$ cat config.mk
export PLATFORM = sky130hd
export DESIGN_NAME = status_irq_ctrl
export DESIGN_NICKNAME = d
export VERILOG_FILES = /design/src/rtl/status_irq_ctrl.sv
export SDC_FILE = /design/constraint.sdc
export NUM_CORES = 1
export LEC_CHECK = 0
export ABC_AREA = 1
export ABC_CLOCK_PERIOD_IN_PS = 1600
export BUFFER_PORTS_ARGS = -buffer_cell sky130_fd_sc_hd__buf_4
export CAP_MARGIN = 0
export CORE_AREA = 2 2 84 78
export DETAILED_ROUTE_END_ITERATION = 8
export DIE_AREA = 0 0 86 80
export GPL_TIMING_DRIVEN = 0
export HOLD_SLACK_MARGIN = 0.15
export PLACE_DENSITY = 0.71
export SYNTH_ARGS = -nofsm -noshare
export SYNTH_HDL_FRONTEND = slang
export SYNTH_SLANG_ARGS = --single-unit
$ cat constraint.sdc
create_clock -name clk -period 1.6 [get_ports clk]
set_clock_uncertainty 0.2 [all_clocks]
set_input_delay 0.24 -clock clk [delete_from_list [all_inputs] [get_ports clk]]
set_output_delay 0.24 -clock clk [all_outputs]
set_load 0.01 [all_outputs]
$ cat src/rtl/status_irq_ctrl.sv
module status_irq_ctrl #(
  parameter int NCH        = 4,
  parameter int SCAN_TICKS = 8
) (
  input  logic           clk,
  input  logic           rst_n,
  input  logic           soft_rst,
  input  logic [NCH-1:0] ref_ok,
  input  logic [NCH-1:0] sig_ok,
  input  logic [NCH-1:0] tst_ok,
  input  logic           alert_evt,
  input  logic           wr_en,
  input  logic           rd_en,
  input  logic [2:0]     addr,
  input  logic [7:0]     wdata,
  output logic [15:0]    rdata,
  input  logic           irq_ack,
  output logic           irq,
  output logic [2:0]     irq_lvl,
  output logic [7:0]     irq_vec
);
  localparam int W  = 3 * NCH;
  localparam int CW = (SCAN_TICKS > 2) ? $clog2(SCAN_TICKS) : 1;

  logic [CW-1:0] cnt;
  logic [W-1:0]  live, vis, bkg;
  logic          frozen, fail_pend, alert_pend;
  logic [7:0]    lvl, vec_fail, vec_alert;

  assign live = {tst_ok, sig_ok, ref_ok};

  wire tick    = (cnt == CW'(SCAN_TICKS - 1));
  wire err     = tick && |(bkg & ~live);
  wire rd_stat = rd_en && (addr < 3'd3);
  wire en      = (lvl != 8'd0);
  wire lvl_clr = wr_en && (addr == 3'd3) && (wdata == 8'd0);

  always_ff @(posedge clk or negedge rst_n) begin
    if (!rst_n) begin
      cnt        <= '0;
      vis        <= '0;
      bkg        <= '0;
      frozen     <= 1'b0;
      fail_pend  <= 1'b0;
      alert_pend <= 1'b0;
      lvl        <= 8'd0;
      vec_fail   <= 8'd0;
      vec_alert  <= 8'd0;
    end else begin
      cnt <= tick ? '0 : cnt + 1'b1;
      if (soft_rst) begin
        vis        <= '0;
        bkg        <= '0;
        frozen     <= 1'b0;
        fail_pend  <= 1'b0;
        alert_pend <= 1'b0;
        lvl        <= 8'd0;
      end else begin
        if (tick) begin
          bkg <= live;
          if (!frozen) vis <= live;
          if (err) frozen <= 1'b1;
        end
        if (rd_stat && frozen) begin
          frozen <= 1'b0;
          vis    <= bkg;
        end
        if (irq_ack) begin
          if (fail_pend) fail_pend  <= 1'b0;
          else           alert_pend <= 1'b0;
        end
        if (err && en)       fail_pend  <= 1'b1;
        if (alert_evt && en) alert_pend <= 1'b1;
        if (wr_en) begin
          case (addr)
            3'd3:    lvl       <= wdata;
            3'd4:    vec_fail  <= wdata;
            3'd5:    vec_alert <= wdata;
            default: ;
          endcase
        end
        if (lvl_clr) begin
          fail_pend  <= 1'b0;
          alert_pend <= 1'b0;
        end
      end
    end
  end

  assign irq     = fail_pend | alert_pend;
  assign irq_lvl = !irq ? 3'd0 : (lvl > 8'd7) ? 3'd7 : lvl[2:0];
  assign irq_vec = fail_pend ? vec_fail : vec_alert;

  always_comb begin
    case (addr)
      3'd0:    rdata = 16'(vis[NCH-1:0]);
      3'd1:    rdata = 16'(vis[2*NCH-1:NCH]);
      3'd2:    rdata = 16'(vis[W-1:2*NCH]);
      3'd3:    rdata = {8'd0, lvl};
      3'd4:    rdata = {8'd0, vec_fail};
      3'd5:    rdata = {8'd0, vec_alert};
      default: rdata = 16'd0;
    endcase
  end

  AST_FOLLOW_LIVE: assert property (@(posedge clk) disable iff (!rst_n)
    (tick && !frozen && !rd_stat && !soft_rst) |=> vis == $past(live));
  AST_FROZEN_HOLD: assert property (@(posedge clk) disable iff (!rst_n)
    (frozen && !rd_stat && !soft_rst) |=> $stable(vis));
  AST_READ_LOADS_BKG: assert property (@(posedge clk) disable iff (!rst_n)
    (frozen && rd_stat && !soft_rst) |=> (!frozen && vis == $past(bkg)));
  AST_LVL_ZERO_QUIET: assert property (@(posedge clk) disable iff (!rst_n)
    (lvl == 8'd0) |-> !irq);
  AST_ACK_CLEARS_FAIL: assert property (@(posedge clk) disable iff (!rst_n)
    (irq_ack && fail_pend && !err && !soft_rst) |=> !fail_pend);
  AST_FAIL_FIRST: assert property (@(posedge clk) disable iff (!rst_n)
    (fail_pend && alert_pend) |-> irq_vec == vec_fail);
  AST_ALERT_SURVIVES: assert property (@(posedge clk) disable iff (!rst_n)
    (irq_ack && fail_pend && alert_pend && !soft_rst && !lvl_clr) |=> alert_pend);
  AST_SOFT_CLEARS: assert property (@(posedge clk) disable iff (!rst_n)
    soft_rst |=> (!irq && !frozen && lvl == 8'd0));
endmodule

Word-level counts from Yosys, hierarchy flattened
Cells that the tools add are included.
{"block": "totals", "regBits": 54, "word_cells": 75}
{"block": "op_classes", "add_sub_neg": 1, "order_cmp": 2, "eq_ne": 8, "mux": 27, "bitwise": 4, "reduce_logical": 24}
{"operator": "$mux W12", "n": 6}
{"operator": "$pmux W8 S6", "n": 1}
{"operator": "$mux W8", "n": 4}
{"operator": "$mux W1", "n": 13}
{"operator": "$and A12 B12 Y12", "n": 1}
{"operator": "$not A12 Y12", "n": 1}
{"operator": "$reduce_or A12 Y1", "n": 1}
{"operator": "$eq A3 B3 Y1 const B", "n": 3}
{"operator": "$mux W3", "n": 3}
{"operator": "$gt A8 B3 Y1 const B", "n": 1}
{"operator": "$logic_not A8 Y1", "n": 1}
{"operator": "$reduce_and A2 Y1", "n": 4}
{"operator": "$reduce_bool A4 Y1", "n": 2}
{"operator": "$reduce_bool A8 Y1", "n": 1}
{"operator": "$logic_and A1 B1 Y1", "n": 7}
{"operator": "$eq A3 B2 Y1 const B", "n": 2}
{"operator": "$reduce_and A3 Y1", "n": 2}
{"operator": "$reduce_bool A2 Y1", "n": 3}
{"operator": "$reduce_bool A3 Y1", "n": 2}
{"operator": "$ne A4 B2 Y1 const B", "n": 1}
{"operator": "$add A3 B1 Y3 const B", "n": 1}
{"operator": "$eq A3 B1 Y1 const B", "n": 1}
{"operator": "$logic_not A3 Y1", "n": 1}
{"operator": "$lt A3 B2 Y1 const B", "n": 1}
{"operator": "3 further kinds", "n": 3}

Longest topological paths before layout
{"block": "logic_depth", "ltp_word": 8, "depth_mapped": 8}

Worst setup path before layout
OpenSTA, ideal clock, no wires.
{"block": "synth_timing", "path_kind": "reg-to-reg", "from": "reg cnt[0]", "to": "reg bkg[10]", "setup_time_ns": 0.083, "arrival_ns": 1.378, "required_ns": 1.317, "slack_ns": -0.061, "path_stages_with_launch": 6, "path_buffers": 1, "synth_period_minus_slack_ns": 1.661, "path_cell_list": "dfrtp_1 > ha_1 > ha_1 > or2_2 > clkbuf_1 > o22ai_1"}
{"block": "synth_via", "elab_chain_cells": 2}
{"element": "start: declaration", "line": "25", "rtl": "logic [CW-1:0] cnt;"}
{"element": "start signal: assignment", "line": "50", "rtl": "cnt <= tick ? '0 : cnt + 1'b1;"}
{"element": "$eq A3 B3 Y1", "line": "32", "rtl": "wire tick = (cnt == CW'(SCAN_TICKS - 1));"}
{"element": "$reduce_bool A2 Y1 (no source line)"}
{"element": "end signal: assignment", "line": "60", "rtl": "bkg <= live;"}
{"element": "end: declaration", "line": "26", "rtl": "logic [W-1:0] live, vis, bkg;"}
Every way passes these cells.
A chain may end at the register's enable or synchronous reset.

Final worst setup path
{"block": "layout_timing", "from": "reg lvl[3]", "to": "out irq_lvl[2]"}
{"block": "layout_via", "elab_chain_cells": 3}
{"element": "start: declaration", "line": "28", "rtl": "logic [7:0] lvl, vec_fail, vec_alert;"}
{"element": "start signal: assignment", "line": "76", "rtl": "3'd3: lvl <= wdata;"}
{"element": "$gt A8 B3 Y1", "line": "91", "rtl": "assign irq_lvl = !irq ? 3'd0 : (lvl > 8'd7) ? 3'd7 : lvl[2:0];"}
{"element": "$mux W3 (2 in a row)", "line": "91"}
{"element": "end: declaration", "line": "19", "rtl": "output logic [2:0] irq_lvl,"}
Every way passes these cells.

==> impl_results.md <==
* Status: finished with violations
* Failing checks: setup timing
* # DRC at 0
* Crit path max fanout at 3
* Proportion of synthesized chip area in sequential cells at a little under half
* CP Class: reg2out
* Hold Crit Class: in2reg
* Switching power at about 950 µW
* Cells after DPL at 487
* Worst slew pin tran at ~0.7 ns
* Initial Util at 48.4%
* Power per Cell Area at 754 nW/µm²
* CTS H-tree depth at 2
* Comb pwr share at 24.3%
* Avg WL per Cell at 14.6 µm
* DR vias at 2776
* RSZ-0062 raised after global routing: yes
* PnR worst setup slack at -0.189 ns
* Peak Freq at between 500 and 600 MHz
* Clock Power Share at between 20 and 30%
* Vias in the first global route at 2570
* Async set-reset flop share out of synthesis at 100%
* Part of the power in registers at 50.1%
* Chip width at about 86 µm
* Routed Antenna Nets at 0
* Final layout net count at about 500
* Fin crit share at 112%
* Clock Sinks at 54
* Yosys warns at 0
* Utilization after layout at 69.9%
* R2R Setup Slk at 0.03 ns
* Setup crit end kind: output port
* Longest Clk Path Bufs at 2
* Cts bufs inserted at 5
* Type of origin of the critical path: flop
* DRT iter0 DRCs at 186
* Final Cell Area at ~4200 µm²
* GR Util All Layers at 22.5%
* Post-Route WL at 7780 µm
* Area growth syn-to-layout at 44.4%
* Row count at 27
* First-pass GRT wire length at 12200 µm
* Commonest cells after routing, fill and taps aside: nand2_1 (90), buf_4 (62), dfrtp_1 (52)
* Grt ovf at 0
* Clock latency on the worst-skew pair at 0.30 ns
* Flops & latches, synth at 54
* Fin. Hold Viols at 0
* Root buf cell: clkbuf_8
* Post-Syn Area per Cell at 8.04 µm²
* Yosys cell types at 31
* Vias/cell at ~5.2
* Switching share of power at a little under a third
* Post-synth EDFFs at 0
* Die Height at 80 µm
* Endpoints failing setup at 16
* Largest net degree at the start of global routing at 55
* Maximum Capacitance Violations at 0
* Mapped Area at slightly below 3000 µm²
* Clock-pin slew on the worst setup and hold paths at approximately 0.1 ns
* DRT Pass-1 Iters at 4
* GPL Wtd Cong at 0.874
* Fin cells at 533
* # diodes at 0
* Area of the die at 6880 µm²
* IO Count at between 50 and 60
* Final worst path period need at 1.79 ns
* Ys flop type: dfrtp_1
* Cells after synthesis at 360
* Initial antenna violation count at 0
* Layout cells sized above 1 at ~36%
* Int Pwr at 2.20 mW
* Rel. slew slack at a little over half
* Max Slew Vio Count at 0
* WHS at roughly 0.20 ns
* CTS tree: yes
* Worst Path Arrival at 1.35 ns
* Number of I/O port buffers at 48
* Dpl cell area at 3380 µm²
* Data required time of the worst path at 1.16 ns
* Core area at about 6000 µm²
* VDD IR max at 0.375 mV
* Hpwl dp at around 5100 µm
* Pleak at roughly 2.1 nW
* Most common cell after layout, fill and taps aside: nand2_1
flip-flops by register name (all words and copies together), names as in the netlist:
register	cells
alert_pend	1
bkg	12
cnt	3
fail_pend	1
frozen	1
lvl	8
vec_alert	8
vec_fail	8
vis	12
kinds of logic after synthesis:
family	Yosys count	share of synthesized area (%)
fa+ha+maj	2	0.864
simple gates	145	22.4
buf+inv	79	12.8
flops	54	46.7
compound gates	79	17.2
other cells	1	0.130
repair_timing:
action                                 CTS  global route
endpoints found under the hold margin  105             0
hold buffers                            26             0
cloned                                   2             1
buffers inserted                         6             5
resized for setup                       40            66
pin swaps                                9            15
setup endpoints to repair               36            41
cells in the mapped netlist, types with 2 or more instances:
| cell | number | area share (%) |
|---|---|---|
| nand4_1 | 3 | 0.65 |
| o221ai_1 | 4 | 1.2 |
| nor2_1 | 11 | 1.4 |
| ha_1 | 2 | 0.86 |
| a21oi_1 | 9 | 1.6 |
| inv_2 | 3 | 0.39 |
| buf_6 | 4 | 1.6 |
| clkbuf_1 | 4 | 0.52 |
| o21ai_0 | 28 | 4.8 |
| o21ai_2 | 12 | 3.6 |
| or2_2 | 2 | 0.43 |
| nand3_1 | 21 | 3.6 |
| buf_4 | 10 | 2.6 |
| o2111ai_1 | 4 | 1.2 |
| o21ai_1 | 2 | 0.35 |
| nand2_1 | 100 | 13 |
| inv_1 | 55 | 7.1 |
| nand3_4 | 2 | 1.2 |
| o22ai_1 | 19 | 4.1 |
| dfrtp_1 | 54 | 47 |
worst max-delay path, cell delays in order, from the launching register on:
cell,delay [ns]
dfrtp_1,0.40
nor3_2,0.24
and2_4,0.21
a21oi_1,0.06
buf_4,0.14
power by group through the flow:
stage          logic [mW]  clock network, mW  registers (mW)
6_report            0.767              0.805            1.58
5_1_grt             0.846              0.866            1.60
4_1_cts             0.698              0.806            1.56
3_5_place_dp        0.612                  0            1.58
3_3_place_gp        0.598                  0            1.58
2_1_floorplan       0.341                  0            1.56
final cells by class:
| type | instances | area, µm² |
|---|---|---|
| fillers | 448 | 1800 |
| multi-input cells | 234 | 1480 |
| flip-flops and latches | 54 | 1350 |
| repair buffers | 88 | 779 |
| inverters | 59 | 226 |
| plain buffers | 18 | 163 |
| well taps | 72 | 90.1 |
| clock buffers | 7 | 86.3 |
| clock inverters | 1 | 5.00 |
layer usage:
layer | global-route usage, % | part of all wire (%) | wire, µm | vias up
met3 | 3.62 | 5.4 | 423 | 4
met4 | 5.08 | 0.32 | 25 | 0
li1 | - | - | - | 1360
met1 | 34.2 | 48 | 3740 | 1325
met5 | 0 | 0 | 0 | -
met2 | 33.7 | 46 | 3590 | 87
through the flow:
stage	setup TNS, ns	power, mW	worst slack, ns
3_5_place_dp	-4.21	2.19	-0.272
4_1_cts	-2.37	3.07	-0.183
3_3_place_gp	-3.20	2.18	-0.250
2_1_floorplan	0	1.91	0.0195
6_report	-2.00	3.15	-0.189
5_1_grt	-3.13	3.31	-0.255
final timing paths:
check	start	cells after the start	to
worst min register to register	vis[11]	2	vis[11]
min in group asynchronous	rst_n	2	bkg[10]
max in group asynchronous	rst_n	2	fail_pend
worst max register to register	cnt[0]	5	bkg[5]
worst min-delay path	soft_rst	5	vis[9]
worst max-delay path	lvl[3]	4	irq_lvl[2]
Note: power is estimated with default switching activity, not from simulation.
